===== config.mk =====
export PLATFORM = sky130hd
export DESIGN_NAME = ipc_mailbox
export DESIGN_NICKNAME = d
export VERILOG_FILES = /design/src/rtl/ipc_mbx_pkg.sv /design/src/rtl/ipc_mbx_fifo.sv /design/src/rtl/ipc_mbx_irq.sv /design/src/rtl/ipc_mailbox.sv
export SDC_FILE = /design/constraint.sdc
export NUM_CORES = 2
export LEC_CHECK = 0
export BUFFER_PORTS_ARGS = -buffer_cell sky130_fd_sc_hd__buf_4
export CORE_MARGIN = 2
export CORE_UTILIZATION = 38
export DETAILED_ROUTE_END_ITERATION = 8
export SYNTH_ARGS = -nofsm -noshare
export SYNTH_HDL_FRONTEND = slang
export SYNTH_SLANG_ARGS = --single-unit

===== constraint.sdc =====
create_clock -name clk -period 3.65 [get_ports clk]
set_clock_uncertainty 0.2 [all_clocks]
set_input_delay 0 -clock clk [delete_from_list [all_inputs] [get_ports clk]]
set_output_delay 0 -clock clk [all_outputs]
set_load 0.02 [all_outputs]

===== src/rtl/ipc_mbx_pkg.sv =====
`timescale 1ns/1ps
package ipc_mbx_pkg;

   typedef enum logic [3:0] {
      RG_NONE, RG_CTRL, RG_EN, RG_STAT, RG_PEER_EN, RG_PEER_STAT,
      RG_FULL, RG_COUNT, RG_DATA
   } region_e;

   typedef struct packed {
      region_e    rg;
      logic [3:0] idx;
   } decode_t;

   localparam logic [11:0] OFS_EN        = 12'h040;
   localparam logic [11:0] OFS_STAT      = 12'h050;
   localparam logic [11:0] OFS_PEER_EN   = 12'h060;
   localparam logic [11:0] OFS_PEER_STAT = 12'h070;
   localparam logic [5:0]  BLK_CTRL      = 6'h00;
   localparam logic [5:0]  BLK_FULL      = 6'h04;
   localparam logic [5:0]  BLK_COUNT     = 6'h05;
   localparam logic [5:0]  BLK_DATA      = 6'h06;

   function automatic decode_t decode_addr(input logic [11:0] addr);
      decode_t d;
      d.idx = addr[5:2];
      d.rg  = RG_NONE;
      if (addr[1:0] == 2'b00) begin
         if (addr[11:6] == BLK_CTRL)        d.rg = RG_CTRL;
         else if (addr == OFS_EN)           d.rg = RG_EN;
         else if (addr == OFS_STAT)         d.rg = RG_STAT;
         else if (addr == OFS_PEER_EN)      d.rg = RG_PEER_EN;
         else if (addr == OFS_PEER_STAT)    d.rg = RG_PEER_STAT;
         else if (addr[11:6] == BLK_FULL)   d.rg = RG_FULL;
         else if (addr[11:6] == BLK_COUNT)  d.rg = RG_COUNT;
         else if (addr[11:6] == BLK_DATA)   d.rg = RG_DATA;
      end
      return d;
   endfunction

endpackage


===== src/rtl/ipc_mbx_fifo.sv =====
`timescale 1ns/1ps
module ipc_mbx_fifo #(
   parameter int unsigned DW    = 32,
   parameter int unsigned DEPTH = 4,
   localparam int unsigned CW   = $clog2(DEPTH + 1),
   localparam int unsigned PW   = (DEPTH > 1) ? $clog2(DEPTH) : 1
) (
   input  logic          clk,
   input  logic          rst_n,
   input  logic          push,
   input  logic          pop,
   input  logic [DW-1:0] wdata,
   output logic [DW-1:0] head,
   output logic [CW-1:0] count,
   output logic          full
);

   if (DEPTH < 2 || (1 << PW) != DEPTH) begin : g_bad_depth
      $error("ipc_mbx_fifo: DEPTH must be a power of two, at least 2");
   end

   logic [DW-1:0] mem [DEPTH];
   logic [PW-1:0] rd_ptr, wr_ptr;
   logic [CW-1:0] count_q;
   logic          push_ok, pop_ok;

   assign full    = (count_q == CW'(DEPTH));
   assign pop_ok  = pop && (count_q != '0);
   assign push_ok = push && !full;

   always_ff @(posedge clk) begin
      if (push_ok) mem[wr_ptr] <= wdata;
   end

   always_ff @(posedge clk or negedge rst_n) begin
      if (!rst_n) begin
         rd_ptr  <= '0;
         wr_ptr  <= '0;
         count_q <= '0;
      end else begin
         if (push_ok) wr_ptr <= wr_ptr + 1'b1;
         if (pop_ok)  rd_ptr <= rd_ptr + 1'b1;
         unique case ({push_ok, pop_ok})
            2'b10:   count_q <= count_q + 1'b1;
            2'b01:   count_q <= count_q - 1'b1;
            default: count_q <= count_q;
         endcase
      end
   end

   assign head  = (count_q == '0) ? '0 : mem[rd_ptr];
   assign count = count_q;

   assert_no_overflow_R3: assert property (@(posedge clk) disable iff (!rst_n)
      count_q <= CW'(DEPTH));
   assert_full_reject_R3: assert property (@(posedge clk) disable iff (!rst_n)
      (full && push && !pop) |=> (count_q == $past(count_q)));
   assert_empty_pop_R4: assert property (@(posedge clk) disable iff (!rst_n)
      ((count_q == '0) && pop && !push) |=> (count_q == '0));
   assert_full_pushpop_R10: assert property (@(posedge clk) disable iff (!rst_n)
      (full && push && pop) |=> (count_q == CW'(DEPTH - 1)));

endmodule


===== src/rtl/ipc_mbx_irq.sv =====
`timescale 1ns/1ps
module ipc_mbx_irq #(
   parameter int unsigned NCH = 8,
   localparam int unsigned SW = 2 * NCH
) (
   input  logic           clk,
   input  logic           rst_n,
   input  logic [NCH-1:0] rx_level,
   input  logic [NCH-1:0] tx_done,
   input  logic           en_we,
   input  logic           stat_we,
   input  logic [SW-1:0]  wdata,
   output logic [SW-1:0]  en,
   output logic [SW-1:0]  stat,
   output logic           irq
);

   logic [SW-1:0] set_v, rx_part, clr_v, en_q, stat_q;

   for (genvar n = 0; n < NCH; n++) begin : g_lane
      assign set_v[2*n]     = rx_level[n];
      assign set_v[2*n+1]   = tx_done[n];
      assign rx_part[2*n]   = rx_level[n];
      assign rx_part[2*n+1] = 1'b0;
   end

   assign clr_v = stat_we ? wdata : '0;

   always_ff @(posedge clk or negedge rst_n) begin
      if (!rst_n) begin
         en_q   <= '0;
         stat_q <= '0;
      end else begin
         if (en_we) en_q <= wdata;
         stat_q <= (stat_q & ~clr_v) | set_v;
      end
   end

   assign en   = en_q;
   assign stat = stat_q;
   assign irq  = |(stat_q & en_q);

   assert_rx_sticky_R6: assert property (@(posedge clk) disable iff (!rst_n)
      (|rx_level) |=> ((stat_q & $past(rx_part)) == $past(rx_part)));
   assert_w1c_clears_R7: assert property (@(posedge clk) disable iff (!rst_n)
      stat_we |=> ((stat_q & $past(wdata & ~set_v)) == '0));

endmodule


===== src/rtl/ipc_mailbox.sv =====
`timescale 1ns/1ps
module ipc_mailbox #(
   parameter int unsigned NCH   = 8,
   parameter int unsigned DEPTH = 4
) (
   input  logic        clk,
   input  logic        rst_n,
   input  logic        u0_req,
   input  logic        u0_we,
   input  logic [11:0] u0_addr,
   input  logic [31:0] u0_wdata,
   output logic [31:0] u0_rdata,
   output logic        u0_irq,
   input  logic        u1_req,
   input  logic        u1_we,
   input  logic [11:0] u1_addr,
   input  logic [31:0] u1_wdata,
   output logic [31:0] u1_rdata,
   output logic        u1_irq
);
   import ipc_mbx_pkg::*;

   localparam int unsigned DW = 32;
   localparam int unsigned SW = 2 * NCH;
   localparam int unsigned CW = $clog2(DEPTH + 1);

   if (NCH < 1 || NCH > 16) begin : g_bad_nch
      $error("ipc_mailbox: NCH must be between 1 and 16");
   end
   if (CW > DW) begin : g_bad_cw
      $error("ipc_mailbox: DEPTH too large for the count field");
   end

   logic          req_a   [2];
   logic          we_a    [2];
   logic [11:0]   addr_a  [2];
   logic [DW-1:0] wdata_a [2];
   logic [DW-1:0] rdata_a [2];
   logic          irq_a   [2];
   decode_t       dec     [2];
   logic          ctrl_we [2];
   logic [NCH-1:0] wr_hit [2];
   logic [NCH-1:0] rd_hit [2];
   logic [SW-1:0]  en_v   [2];
   logic [SW-1:0]  stat_v [2];

   logic [NCH-1:0] rx_sel, tx_sel;
   logic [NCH-1:0] push_v, pop_v, pop_ok_v, full_v, busy_v;
   logic [DW-1:0]  head_v [NCH];
   logic [CW-1:0]  cnt_v  [NCH];

   assign req_a[0] = u0_req;   assign req_a[1] = u1_req;
   assign we_a[0]  = u0_we;    assign we_a[1]  = u1_we;
   assign addr_a[0] = u0_addr; assign addr_a[1] = u1_addr;
   assign wdata_a[0] = u0_wdata; assign wdata_a[1] = u1_wdata;
   assign u0_rdata = rdata_a[0]; assign u1_rdata = rdata_a[1];
   assign u0_irq = irq_a[0];     assign u1_irq = irq_a[1];

   // ---------------- direction fields: user 1 written last, so it wins
   always_ff @(posedge clk or negedge rst_n) begin
      if (!rst_n) begin
         rx_sel <= '0;
         tx_sel <= '0;
      end else begin
         for (int u = 0; u < 2; u++) begin
            if (ctrl_we[u]) begin
               for (int n = 0; n < NCH; n++) begin
                  if (dec[u].idx == 4'(n / 4)) begin
                     rx_sel[n] <= wdata_a[u][8*(n%4)];
                     tx_sel[n] <= wdata_a[u][8*(n%4)+4];
                  end
               end
            end
         end
      end
   end

   // ---------------- channels
   for (genvar n = 0; n < NCH; n++) begin : g_ch
      assign push_v[n]   = tx_sel[n] ? wr_hit[1][n] : wr_hit[0][n];
      assign pop_v[n]    = rx_sel[n] ? rd_hit[1][n] : rd_hit[0][n];
      assign busy_v[n]   = (cnt_v[n] != '0);
      assign pop_ok_v[n] = pop_v[n] && busy_v[n];

      ipc_mbx_fifo #(.DW(DW), .DEPTH(DEPTH)) i_fifo (
         .clk   (clk),
         .rst_n (rst_n),
         .push  (push_v[n]),
         .pop   (pop_v[n]),
         .wdata (tx_sel[n] ? wdata_a[1] : wdata_a[0]),
         .head  (head_v[n]),
         .count (cnt_v[n]),
         .full  (full_v[n])
      );
   end

   // ---------------- per-user ports, interrupt banks and read muxes
   for (genvar u = 0; u < 2; u++) begin : g_usr
      localparam bit UB = (u == 1);
      localparam int unsigned PEER = 1 - u;
      logic [NCH-1:0] own_rx, own_tx;

      assign dec[u]     = decode_addr(addr_a[u]);
      assign ctrl_we[u] = req_a[u] && we_a[u] && (dec[u].rg == RG_CTRL);

      for (genvar n = 0; n < NCH; n++) begin : g_hit
         assign wr_hit[u][n] = req_a[u] && we_a[u] && (dec[u].rg == RG_DATA)
                               && (dec[u].idx == 4'(n));
         assign rd_hit[u][n] = req_a[u] && !we_a[u] && (dec[u].rg == RG_DATA)
                               && (dec[u].idx == 4'(n));
      end

      assign own_rx = UB ? rx_sel : ~rx_sel;
      assign own_tx = UB ? tx_sel : ~tx_sel;

      ipc_mbx_irq #(.NCH(NCH)) i_irq (
         .clk      (clk),
         .rst_n    (rst_n),
         .rx_level (own_rx & busy_v),
         .tx_done  (own_tx & pop_ok_v),
         .en_we    (req_a[u] && we_a[u] && (dec[u].rg == RG_EN)),
         .stat_we  (req_a[u] && we_a[u] && (dec[u].rg == RG_STAT)),
         .wdata    (wdata_a[u][SW-1:0]),
         .en       (en_v[u]),
         .stat     (stat_v[u]),
         .irq      (irq_a[u])
      );

      always_comb begin
         rdata_a[u] = '0;
         if (req_a[u] && !we_a[u]) begin
            unique case (dec[u].rg)
               RG_CTRL: begin
                  for (int n = 0; n < NCH; n++) begin
                     if (dec[u].idx == 4'(n / 4)) begin
                        rdata_a[u][8*(n%4)]   = rx_sel[n];
                        rdata_a[u][8*(n%4)+4] = tx_sel[n];
                     end
                  end
               end
               RG_EN:        rdata_a[u] = DW'(en_v[u]);
               RG_STAT:      rdata_a[u] = DW'(stat_v[u]);
               RG_PEER_EN:   rdata_a[u] = DW'(en_v[PEER]);
               RG_PEER_STAT: rdata_a[u] = DW'(stat_v[PEER]);
               RG_FULL: begin
                  for (int n = 0; n < NCH; n++)
                     if (dec[u].idx == 4'(n)) rdata_a[u] = DW'(full_v[n]);
               end
               RG_COUNT: begin
                  for (int n = 0; n < NCH; n++)
                     if (dec[u].idx == 4'(n)) rdata_a[u] = DW'(cnt_v[n]);
               end
               RG_DATA: begin
                  for (int n = 0; n < NCH; n++)
                     if (dec[u].idx == 4'(n) && (rx_sel[n] == UB))
                        rdata_a[u] = head_v[n];
               end
               default: rdata_a[u] = '0;
            endcase
         end
      end
   end

   assert_ctrl_hold_R2: assert property (@(posedge clk) disable iff (!rst_n)
      !(ctrl_we[0] || ctrl_we[1]) |=> ($stable(rx_sel) && $stable(tx_sel)));

endmodule


==> impl_metrics.yaml <==
yosys:
  ys_ff_latch: 1160
  synth_simple_gate_area_frac: 0.0394
  seq_area_frac_synth: 0.647
  share_of_synthesized_registers_carrying_an_async_set_or_reset: 0.117
  synth_cells: 3186
  synth-compound-area-share: 0.0774
  synth-main-ff-cell: "sky130_fd_sc_hd__edfxtp_1"
  synth_xor_area_frac: 0.00797
  dominant_combinational_cell_family_by_area_after_synthesis: "multiplexers"
  library_cell_occupying_the_most_area_in_the_post_synthesis_netlist: "sky130_fd_sc_hd__edfxtp_1"
  yosysUniqueCellTypes: 70
  synth-adder-area-share: 0.0125
  synthDominantCellAreaShare: 0.583
  ys_warn_count: 0
  post_synth.cell_area_avg_sq_um: 16.6
  netlist_top_cells_area: "sky130_fd_sc_hd__edfxtp_1, sky130_fd_sc_hd__mux4_2, sky130_fd_sc_hd__dfrtp_1"
  synthMuxAreaShare: 0.192
  synth_enable_flop_cells: 1024
  post_synth_instance_area_sq_um: 52800
  syn_nets: 3328
power_and_ir_drop:
  share_comb_of_total_power: 0.040
  vdd_drop_max_mv: 0.363
  seqPwrFrac: 0.542
  pwr_density_cell_nw_per_um2: 427
  share_clk_of_total_power: 0.419
  p_int_mw: 20.9
  power.leakage_nw: 20.3
  netSwitchingPower_mw: 5.74
  sw_frac_of_total: 0.215
floorplanning:
  starting_density_of_the_core: 0.383
  die-height_um: 377
  io-pin-count: 160
  die_w_um: 377
  placement_rows: 136
  die_area_sq_um: 142000
  core-area_sq_um: 138000
sta:
  final-hold-violation-count: 0
  slew_headroom: 0.358
  timing.final.crit_share: 1.00
  setup_repair_after_global_routing_missed_its_margin: "false"
  tightestPinTransition_ns: 0.963
  timing.final.max_slew_violations: 0
  setup_total_negative_slack_ns: -0.0363
  layout_min_cycle_time_ns: 3.67
  layout_setup_ws_ns: -0.0176
  max_clock_freq_mhz: 273
  final_setup_violation_count: 4
global_route:
  vias_in_the_first_global_route: 32788
  global_route.peak_usage_layer: "met2"
  grt_util_all_layers: 0.250
  grt_start_max_net_pins: 68
  grt_pass1_wl_um: 251000
  antenna_violations_before_repair: 16
  grt_use_met3: 0.0496
  grtUsageMet1: 0.334
  grtUsageMet2: 0.394
  grt-ovfl-total: 0
worst_setup_path:
  cp-end-kind: "primary output"
  worstSetupStartpointType: "register"
  worstReg2RegStart: "g_usr[1].own_rx[7]"
  required_ns: 3.45
  critical_path.startpoint: "g_ch[5].i_fifo.count[1]"
  timing.critical_path.fanout_max: 6
  worst_ep_arrival_time_ns: 3.47
  critPathKind: "register to primary output"
routing:
  avgViaCountPerCell: 6.22
  drc: 0
  totalWireLength_um: 179000
  first_iter_violations: 4360
  ant_nets: 0
  route.detailed.wl_per_inst_um: 33.0
  firstDrtPassIters: 6
  routed-via-count: 33831
flow_run:
  cap_violations: 0
layout:
  finish.cell_count_without_fillers: 5436
  finalNetCount: 3693
  most-common-layout-cells: "sky130_fd_sc_hd__edfxtp_1, sky130_fd_sc_hd__buf_4, sky130_fd_sc_hd__mux2_2"
  final_common_cell: "sky130_fd_sc_hd__edfxtp_1"
  fraction_of_layout_cells_with_a_size_suffix_above_1: 0.332
  area_growth_syn_to_layout_pct: 18.4
placement:
  dp.final_hpwl_um: 123000
  gp_congestion: 1.02
  numPortBuffers: 159
  dp_cell_count: 5086
cts:
  cts.root.buffer_cell: "sky130_fd_sc_hd__clkbuf_16"
  cts_buffer_depth: 3
  cts.reportedPaths.clkPinSlew_ns: 0.07
  tritoncts_num_sinks: 1160
  clock_insertion_delay_worst_skew_ns: 0.73
  cts_max_level: 3
  total_clock_buffers_created_by_cts: 112
  tritoncts_clock_tree: "done"
worst_hold_path:
  hp-class: "input port to register"
  timing.hold.worst.start: "u0_req"
run_status:
  failing_checks: "setup timing"
  run_status: "complete, but fails checks"
-- logic make-up (layout without fill, tap and decap cells) --
group	after synthesis	count (layout)
AOI/OAI and AO/OA	572	572
buffers and inverters	325	778
xor gates and xnor gates	48	48
DFF	1160	1160
and+or+nand+nor	412	412
other	0	3
muxes	621	621
adders and majority gates	48	48
-- worst max-delay path: stages, from the launching register on --
cell	delay [ns]
sky130_fd_sc_hd__dfrtp_1	0.52
sky130_fd_sc_hd__or3_1	0.44
sky130_fd_sc_hd__and2_1	0.33
sky130_fd_sc_hd__buf_4	0.25
sky130_fd_sc_hd__a22oi_1	0.19
sky130_fd_sc_hd__nand2_1	0.07
sky130_fd_sc_hd__o21ai_1	0.33
sky130_fd_sc_hd__o21ai_0	0.33
sky130_fd_sc_hd__buf_4	0.26
-- per-layer routing --
layer | part of all wire | vias up
met5 | 0.00032 | -
met3 | 0.097 | 513
li1 | - | 13649
met4 | 0.056 | 8
met2 | 0.46 | 2181
met1 | 0.38 | 17480
-- flip-flops by register name, summed over array words and instances (netlist names) --
name	count
g_usr.i_irq.en	32
g_usr.own_tx	8
g_ch.i_fifo.wr_ptr	16
g_ch.i_fifo.mem	1024
g_usr.own_rx	8
g_ch.i_fifo.count	24
g_usr.i_irq.stat	32
g_ch.i_fifo.rd_ptr	16
-- power groups by stage --
stage	combinational [mW]	clock, mW	sequential (mW)
after floorplan	0.438	0	14.7
after global placement	0.926	0	14.7
after detailed placement	0.938	0	14.7
after CTS	1.03	11.3	14.5
after global routing	1.09	11.8	14.4
final	1.05	11.2	14.5
-- path summary, 6_finish.rpt --
path | endpoint | slack, ns | depth (start not counted)
min in group asynchronous | g_usr[0].i_irq.en[11] | 0.31 | 4
max in group asynchronous | g_ch[7].i_fifo.rd_ptr[0] | 2.48 | 4
worst max-delay path | u1_rdata[24] | -0.02 | 8
worst min register to register | g_ch[3].i_fifo.count[2] | 0.34 | 1
worst min-delay path | g_usr[0].i_irq.stat[0] | 0.01 | 7
worst max register to register | g_ch[7].i_fifo.count[2] | 0.38 | 11
-- cell usage after synthesis (all sizes together), types with 42 or more instances --
cell,n
a21oi,118
inv,74
nand2,150
mux2i,42
clkbuf,183
dfrtp,136
edfxtp,1024
o21ai,58
nor2,61
mux4,281
a22o,70
and2,46
buf,68
mux2,298
a22oi,145
-- what timing repair did --
| item | CTS | global route |
|---|---|---|
| gates resized for setup | 28 | 20 |
| setup buffers | 9 | 2 |
| pin swaps | 0 | 6 |
| hold buffers | 135 | 0 |
| setup endpoints to repair | 46 | 27 |
| endpoints found under the hold margin | 1257 | 0 |
-- layout make-up --
class,count,area (sq um)
diodes,3,7.51
inverters,74,278
flip-flops and latches,1160,34200
clock inverters,54,477
multi-input cells,1701,17600
clock buffers,148,2970
fillers,11953,75200
well taps,1794,2240
repair buffers,502,4750
-- per-stage QoR --
step / worst slack (ns) / cell area (sq um) / utilization / total power, mW / hold slack (ns)
after floorplan: 0.151 / 52800 / - / 15.2 / -0.496
after global placement: 0.240 / 57400 / 0.417 / 15.7 / -0.109
after detailed placement: 0.219 / 57400 / 0.417 / 15.7 / -0.108
after CTS: 0.0118 / 62400 / 0.453 / 26.8 / 0.00225
after global routing: 0.0000728 / 62500 / 0.454 / 27.3 / 0.0168
final: -0.0176 / 62500 / 0.454 / 26.7 / 0.0141
Power figures use the tool's default switching activity.
